--- config.mk ---
export PLATFORM = sky130hd
export DESIGN_NAME = bal_cmd_validator
export DESIGN_NICKNAME = d
export VERILOG_FILES = /design/src/rtl/bcv_pkg.sv /design/src/rtl/bcv_crc_chk.sv /design/src/rtl/bcv_multi_detect.sv /design/src/rtl/bcv_cmd_store.sv /design/src/rtl/bal_cmd_validator.sv
export SDC_FILE = /design/constraint.sdc
export NUM_CORES = 1
export LEC_CHECK = 0
export ABC_AREA = 1
export CAP_MARGIN = 5
export CORE_ASPECT_RATIO = 0.9
export CORE_UTILIZATION = 53
export DETAILED_ROUTE_END_ITERATION = 10
export HOLD_SLACK_MARGIN = 0.02
export MAX_ROUTING_LAYER = met4
export PLACE_DENSITY = 0.81
export SLEW_MARGIN = 20
export SYNTH_ARGS = -nofsm -noshare
export SYNTH_HDL_FRONTEND = slang
export SYNTH_HIERARCHICAL = 1
export SYNTH_SLANG_ARGS = --single-unit
--- constraint.sdc ---
create_clock -name clk -period 1.32 [get_ports clk]
set_clock_uncertainty 0.1 [all_clocks]
set_input_delay 0.198 -clock clk [delete_from_list [all_inputs] [get_ports clk]]
set_output_delay 0.198 -clock clk [all_outputs]
set_load 0.01 [all_outputs]
--- src/rtl/bcv_pkg.sv ---
package bcv_pkg;
  localparam int unsigned CH_COUNT  = 6;
  localparam int unsigned PAIR_BITS = 2;
  localparam int unsigned CHK_BITS  = 4;
  localparam logic [3:0]  CHK_POLY  = 4'b0011;  // x^4 + x + 1, x^4 implied

  typedef enum logic [1:0] {
    CH_IDLE      = 2'b00,
    CH_DIS_ASYNC = 2'b01,
    CH_DIS_SYNC  = 2'b10,
    CH_CHARGE    = 2'b11
  } ch_mode_e;
endpackage

--- src/rtl/bcv_crc_chk.sv ---
module bcv_crc_chk #(
  parameter int unsigned DATA_W = 16,
  parameter int unsigned CRC_W  = 4,
  parameter logic [CRC_W-1:0] POLY = 4'b0011
) (
  input  logic [DATA_W-1:0] data_i,
  output logic              pass_o
);
  localparam int unsigned MSG_W = DATA_W - CRC_W;

  logic [DATA_W-1:0] dividend;
  logic [CRC_W-1:0]  rem [0:DATA_W];

  // check field arrives inverted
  assign dividend = {data_i[DATA_W-1:CRC_W], ~data_i[CRC_W-1:0]};
  assign rem[0]   = '0;

  // one shift stage per bit, MSB first
  for (genvar i = 0; i < DATA_W; i++) begin : g_stage
    logic fb;
    assign fb         = dividend[DATA_W-1-i] ^ rem[i][CRC_W-1];
    assign rem[i+1]   = {rem[i][CRC_W-2:0], 1'b0} ^ ({CRC_W{fb}} & POLY);
  end

  assign pass_o = (rem[DATA_W] == '0) && (MSG_W > 0);
endmodule

--- src/rtl/bcv_multi_detect.sv ---
module bcv_multi_detect #(
  parameter int unsigned NUM_CH = 6,
  parameter int unsigned PAIR_W = 2
) (
  input  logic [NUM_CH*PAIR_W-1:0] cmd_i,
  output logic                     multi_o
);
  logic [NUM_CH-1:0] busy;

  for (genvar c = 0; c < NUM_CH; c++) begin : g_ch
    assign busy[c] = |cmd_i[c*PAIR_W +: PAIR_W];
  end

  assign multi_o = ($countones(busy) > 1);
endmodule

--- src/rtl/bcv_cmd_store.sv ---
module bcv_cmd_store #(
  parameter int unsigned MSG_W = 12
) (
  input  logic             clk,
  input  logic             rst_n,
  input  logic             wr_stb_i,
  input  logic             wr_accept_i,
  input  logic [MSG_W-1:0] wr_msg_i,
  input  logic             exec_stb_i,
  input  logic             exec_block_i,
  output logic [MSG_W-1:0] hold_o,
  output logic [MSG_W-1:0] act_o,
  output logic             ok_o
);
  logic [MSG_W-1:0] hold_q, hold_d;
  logic [MSG_W-1:0] act_q, act_d;
  logic             ok_q, ok_d;
  logic             hold_en, act_en;

  assign hold_en = wr_stb_i;
  assign act_en  = exec_stb_i;

  always_comb begin
    hold_d = wr_accept_i ? wr_msg_i : '0;
    ok_d   = wr_accept_i;
    act_d  = exec_block_i ? '0 : hold_q;
  end

  always_ff @(posedge clk or negedge rst_n) begin
    if (!rst_n) begin
      hold_q <= '0;
      ok_q   <= 1'b0;
    end else if (hold_en) begin
      hold_q <= hold_d;
      ok_q   <= ok_d;
    end
  end

  always_ff @(posedge clk or negedge rst_n) begin
    if (!rst_n) begin
      act_q <= '0;
    end else if (act_en) begin
      act_q <= act_d;
    end
  end

  assign hold_o = hold_q;
  assign act_o  = act_q;
  assign ok_o   = ok_q;
endmodule

--- src/rtl/bal_cmd_validator.sv ---
module bal_cmd_validator #(
  parameter int unsigned NUM_CH = bcv_pkg::CH_COUNT,
  parameter int unsigned PAIR_W = bcv_pkg::PAIR_BITS,
  parameter int unsigned CRC_W  = bcv_pkg::CHK_BITS,
  parameter logic [CRC_W-1:0] POLY = bcv_pkg::CHK_POLY,
  localparam int unsigned MSG_W  = NUM_CH * PAIR_W,
  localparam int unsigned WORD_W = MSG_W + CRC_W
) (
  input  logic              clk,
  input  logic              rst_n,
  input  logic              wr_stb,
  input  logic [WORD_W-1:0] wr_word,
  input  logic              exec_stb,
  input  logic              single_mode,
  output logic [MSG_W-1:0]  hold_cmd,
  output logic [MSG_W-1:0]  act_cmd,
  output logic              wr_ok
);
  logic [1:0]       rst_sync_q;
  logic             rst_core_n;
  logic [MSG_W-1:0] msg;
  logic             crc_pass;
  logic             msg_multi;
  logic             hold_multi;
  logic             accept;
  logic             exec_block;

  // asynchronous assert, synchronised release
  always_ff @(posedge clk or negedge rst_n) begin
    if (!rst_n) rst_sync_q <= 2'b00;
    else        rst_sync_q <= {rst_sync_q[0], 1'b1};
  end
  assign rst_core_n = rst_sync_q[1];

  assign msg = wr_word[WORD_W-1:CRC_W];

  bcv_crc_chk #(.DATA_W(WORD_W), .CRC_W(CRC_W), .POLY(POLY)) u_crc (
    .data_i (wr_word),
    .pass_o (crc_pass)
  );

  bcv_multi_detect #(.NUM_CH(NUM_CH), .PAIR_W(PAIR_W)) u_msg_multi (
    .cmd_i   (msg),
    .multi_o (msg_multi)
  );

  bcv_multi_detect #(.NUM_CH(NUM_CH), .PAIR_W(PAIR_W)) u_hold_multi (
    .cmd_i   (hold_cmd),
    .multi_o (hold_multi)
  );

  assign accept     = crc_pass && !(single_mode && msg_multi);
  assign exec_block = single_mode && hold_multi;

  bcv_cmd_store #(.MSG_W(MSG_W)) u_store (
    .clk          (clk),
    .rst_n        (rst_core_n),
    .wr_stb_i     (wr_stb),
    .wr_accept_i  (accept),
    .wr_msg_i     (msg),
    .exec_stb_i   (exec_stb),
    .exec_block_i (exec_block),
    .hold_o       (hold_cmd),
    .act_o        (act_cmd),
    .ok_o         (wr_ok)
  );
endmodule

==> run metrics <==
DRT Pass-1 Iters=5; Register Area=676 sq um; post-place instance area=~0.0026 sq mm; number of enable flip-flop cells after synthesis=0; arrival time at the worst endpoint=2.82 ns; least setup slack across all paths after layout=-1.39 ns; prevailing post-synth register cell=dfrtp_1; minimum clock period after layout=2.71 ns; initial antenna violation count=0; number of H-tree levels=1; list of most frequent post-synthesis cells=nand2_1, nand3_1, inv_1, dfrtp_1, nand2_2; post-synth top area cell=dfrtp_1; Seq pwr share=43.5%; number of placement rows=19; combinational fraction of design power=33.8%; number of standard cells after synthesis=261; HPWL after detailed placement=3620 microns; final std cell area, no fill=~0.0027 sq mm; most frequent CP cell=nand2_1; Slew Viols, Final=0; P per Cell Area=746 mW/mm^2; switching fraction of total power=around a third; clock transition at the register clock pins on the worst setup and hold paths after CTS=0.09 ns; final hold violations=0; violations in the final reports=setup timing; effective utilization at floorplan=just under 60%; vias per cell=5.06; highest-delay cell along the critical path=fa_1; top post-synthesis cells by area=dfrtp_1, nand2_1, nand3_1; delay-heaviest family, CP=adder cells; total net switching power=634 uW; die extent in y=57.8 microns; clk_lat worst skew=0.27 ns; synthesis-stage register bit count=27; die outline width=64.0 microns; kind of capture point of the worst setup path=register; hold slack final=between 0.1 and 0.15 ns; RSZ-0062 raised after global routing=yes; Unique masters post-synth=21; clock tree from TritonCTS=built; maximum number of pins on one net before global-route repair=26; Core Footprint=between 0.003 and 0.004 sq mm; per-instance average area after synthesis=7.03 sq um; initial drt markers=92; fraction of post-synthesis cell area in the top cell type by area=~37%; routed length per instance=13.1 microns; GPL Wtd Cong=0.822; # Max-Cap Violations=0; number of fill cells in the layout=218; syn_nets=290; Root Buffer Master=clkbuf_8; required time at the endpoint of the critical path=1.43 ns; net count of the finished layout=369; Leak Pwr=1.62 nW; final clock period utilization by the worst path=205%; number of vias in the routed layout=1928; multi-input logic area=roughly 0.0011 sq mm; DIE AREA=0.00370 sq mm; first-pass GRT wire length=between 8000 and 9000 microns; via count of the first global-routing pass=1825; setup slack at placement=-1.74 ns; DRC=0; top-level I/O count=46; Post-Route WL=5000 microns; antenna-violating nets left=0; area of the mapped netlist=0.00184 sq mm; async set-or-reset flop fraction in the synthesized netlist=100%; Clock Sinks=27; worst voltage drop across the vdd grid=0.000789 V; cell breakdown of the critical path=nor2_2 > fa_1 > inv_1 > ha_1 > o21ai_1 > nand2_1 > fa_1 > or2_1 > nand2_1 > inv_1 > inv_4 > nand3_1 > nand2_1; startpoint kind of the worst setup timing path=register; worst hold path type=reg2async; highest net fanout along the worst path=12; Int Pwr=between 1 and 1.5 mW; Port Buf Inserts=45; Warnings, synthesis=6; total global routing overflow=0; Num CTS Buffers=3; final count of negative-setup-slack endpoints=25; fraction of final layout cells with drive strength greater than 1=a little under a third; status=finished with violations; sequential share of the synthesized area=36.8%; cell with the most instances after synthesis=nand2_1; largest stage delay on the critical path=0.54 ns; fraction of power consumed by the clock network=between 20% and 30%; peak clock frequency supported by timing=369 MHz; diodes inserted=0; buffer and inverter count on the worst path=3; Total GRT Usage=a little under a third; maximum clock path buffer count=2; area delta synth->final=46.1%; Crit Path Category=reg2reg
-- kinds of logic (layout without fill, tap and decap cells) --
group / count (synthesis) / after routing / share of synthesized area (%)
simple gates: 181 / 181 / 44.8
buf+inv: 39 / 117 / 9.34
flops: 27 / 27 / 36.8
fa+ha+maj: 8 / 8 / 7.09
compound gates: 4 / 4 / 1.30
other cells: 1 / 1 / 0.204
xor+xnor: 1 / 1 / 0.477
-- what timing repair did --
item                       in CTS  in global routing
setup buffers                   4                  3
setup endpoints to repair      50                 27
resized for setup             113                 10
pin swaps                      14                  7
cloned                          1                  0
hold buffers                    1                  0
hold endpoints to repair        2                  0
-- per-stage QoR --
step	std cells	setup TNS, ns	power, mW	util [%]
floorplan	261	-28.88	1.26	-
global placement	374	-36.63	1.52	82.4
detailed placement	374	-38.55	1.54	82.4
CTS	380	-30.20	1.99	84.2
global route	381	-33.81	2.12	84.2
finish	381	-30.98	2.00	84.2
-- final cells by class --
type	instances	share of cell area, %
well taps	42	1.96
flip-flops and latches	27	25.2
multi-input cells	195	40.5
clock buffers	4	1.68
inverters	33	4.71
repair buffers	80	25.9
-- per-layer routing --
layer  global-route usage, %  vias up  part of all wire (%)
li1                        -      958                     -
met1                    38.9      895                    42
met2                    52.9       69                    50
met3                    4.53        6                   6.3
met4                    3.57        0                   1.4
met5                       -        -                     0
-- power by group through the flow --
stage          combinational (mW)  sequential, mW  clock [mW]
2_1_floorplan               0.343           0.912           0
3_3_place_gp                0.635           0.885           0
3_5_place_dp                0.656           0.886           0
4_1_cts                     0.660           0.869       0.463
5_1_grt                     0.751           0.873       0.493
6_report                    0.677           0.870       0.454
-- cells in the final DEF (no fill, tap or decap), types with 2 or more instances in the layout --
master           synthesis  final
ha_1                     4      4
clkbuf_8                 0      3
buf_8                    0      2
buf_6                    2      7
fa_1                     4      4
nand2_4                  3      3
nor2_1                   9      3
nand2_1                104    102
nor2_2                   0      4
nand3_2                  2     13
nand2_2                 15     17
nor2_4                   0      2
clkdlybuf4s50_1          0     10
inv_2                    4      4
dfrtp_1                 27     27
dlygate4sd2_1            0     13
buf_12                   0      2
o21ai_1                  0      2
inv_1                   29     28
nand3_1                 41     29
or2_1                    6      6
buf_2                    2     12
buf_4                    2     31
-- state kept, by name (all words and copies together), names as in the netlist --
name            flops
u_store/ok_o        1
u_store/hold_o     12
rst_sync_q          2
u_store/act_o      12
-- final timing paths --
| check | start | to | slack, ns | cells past startpoint |
|---|---|---|---|---|
| worst max-delay path | u_store/hold_o[0] | u_store/act_o[9] | -1.39 | 13 |
| worst min-delay path | rst_sync_q[1] | u_store/act_o[7] | 0.13 | 1 |
| worst max register to register | u_store/hold_o[0] | u_store/act_o[9] | -1.39 | 13 |
| worst min register to register | rst_sync_q[1] | u_store/act_o[7] | 0.13 | 1 |
| max in group asynchronous | rst_n | rst_sync_q[1] | 0.48 | 2 |
| min in group clk | wr_word[7] | u_store/hold_o[3] | 0.17 | 4 |
Power figures use the tool's default switching activity.
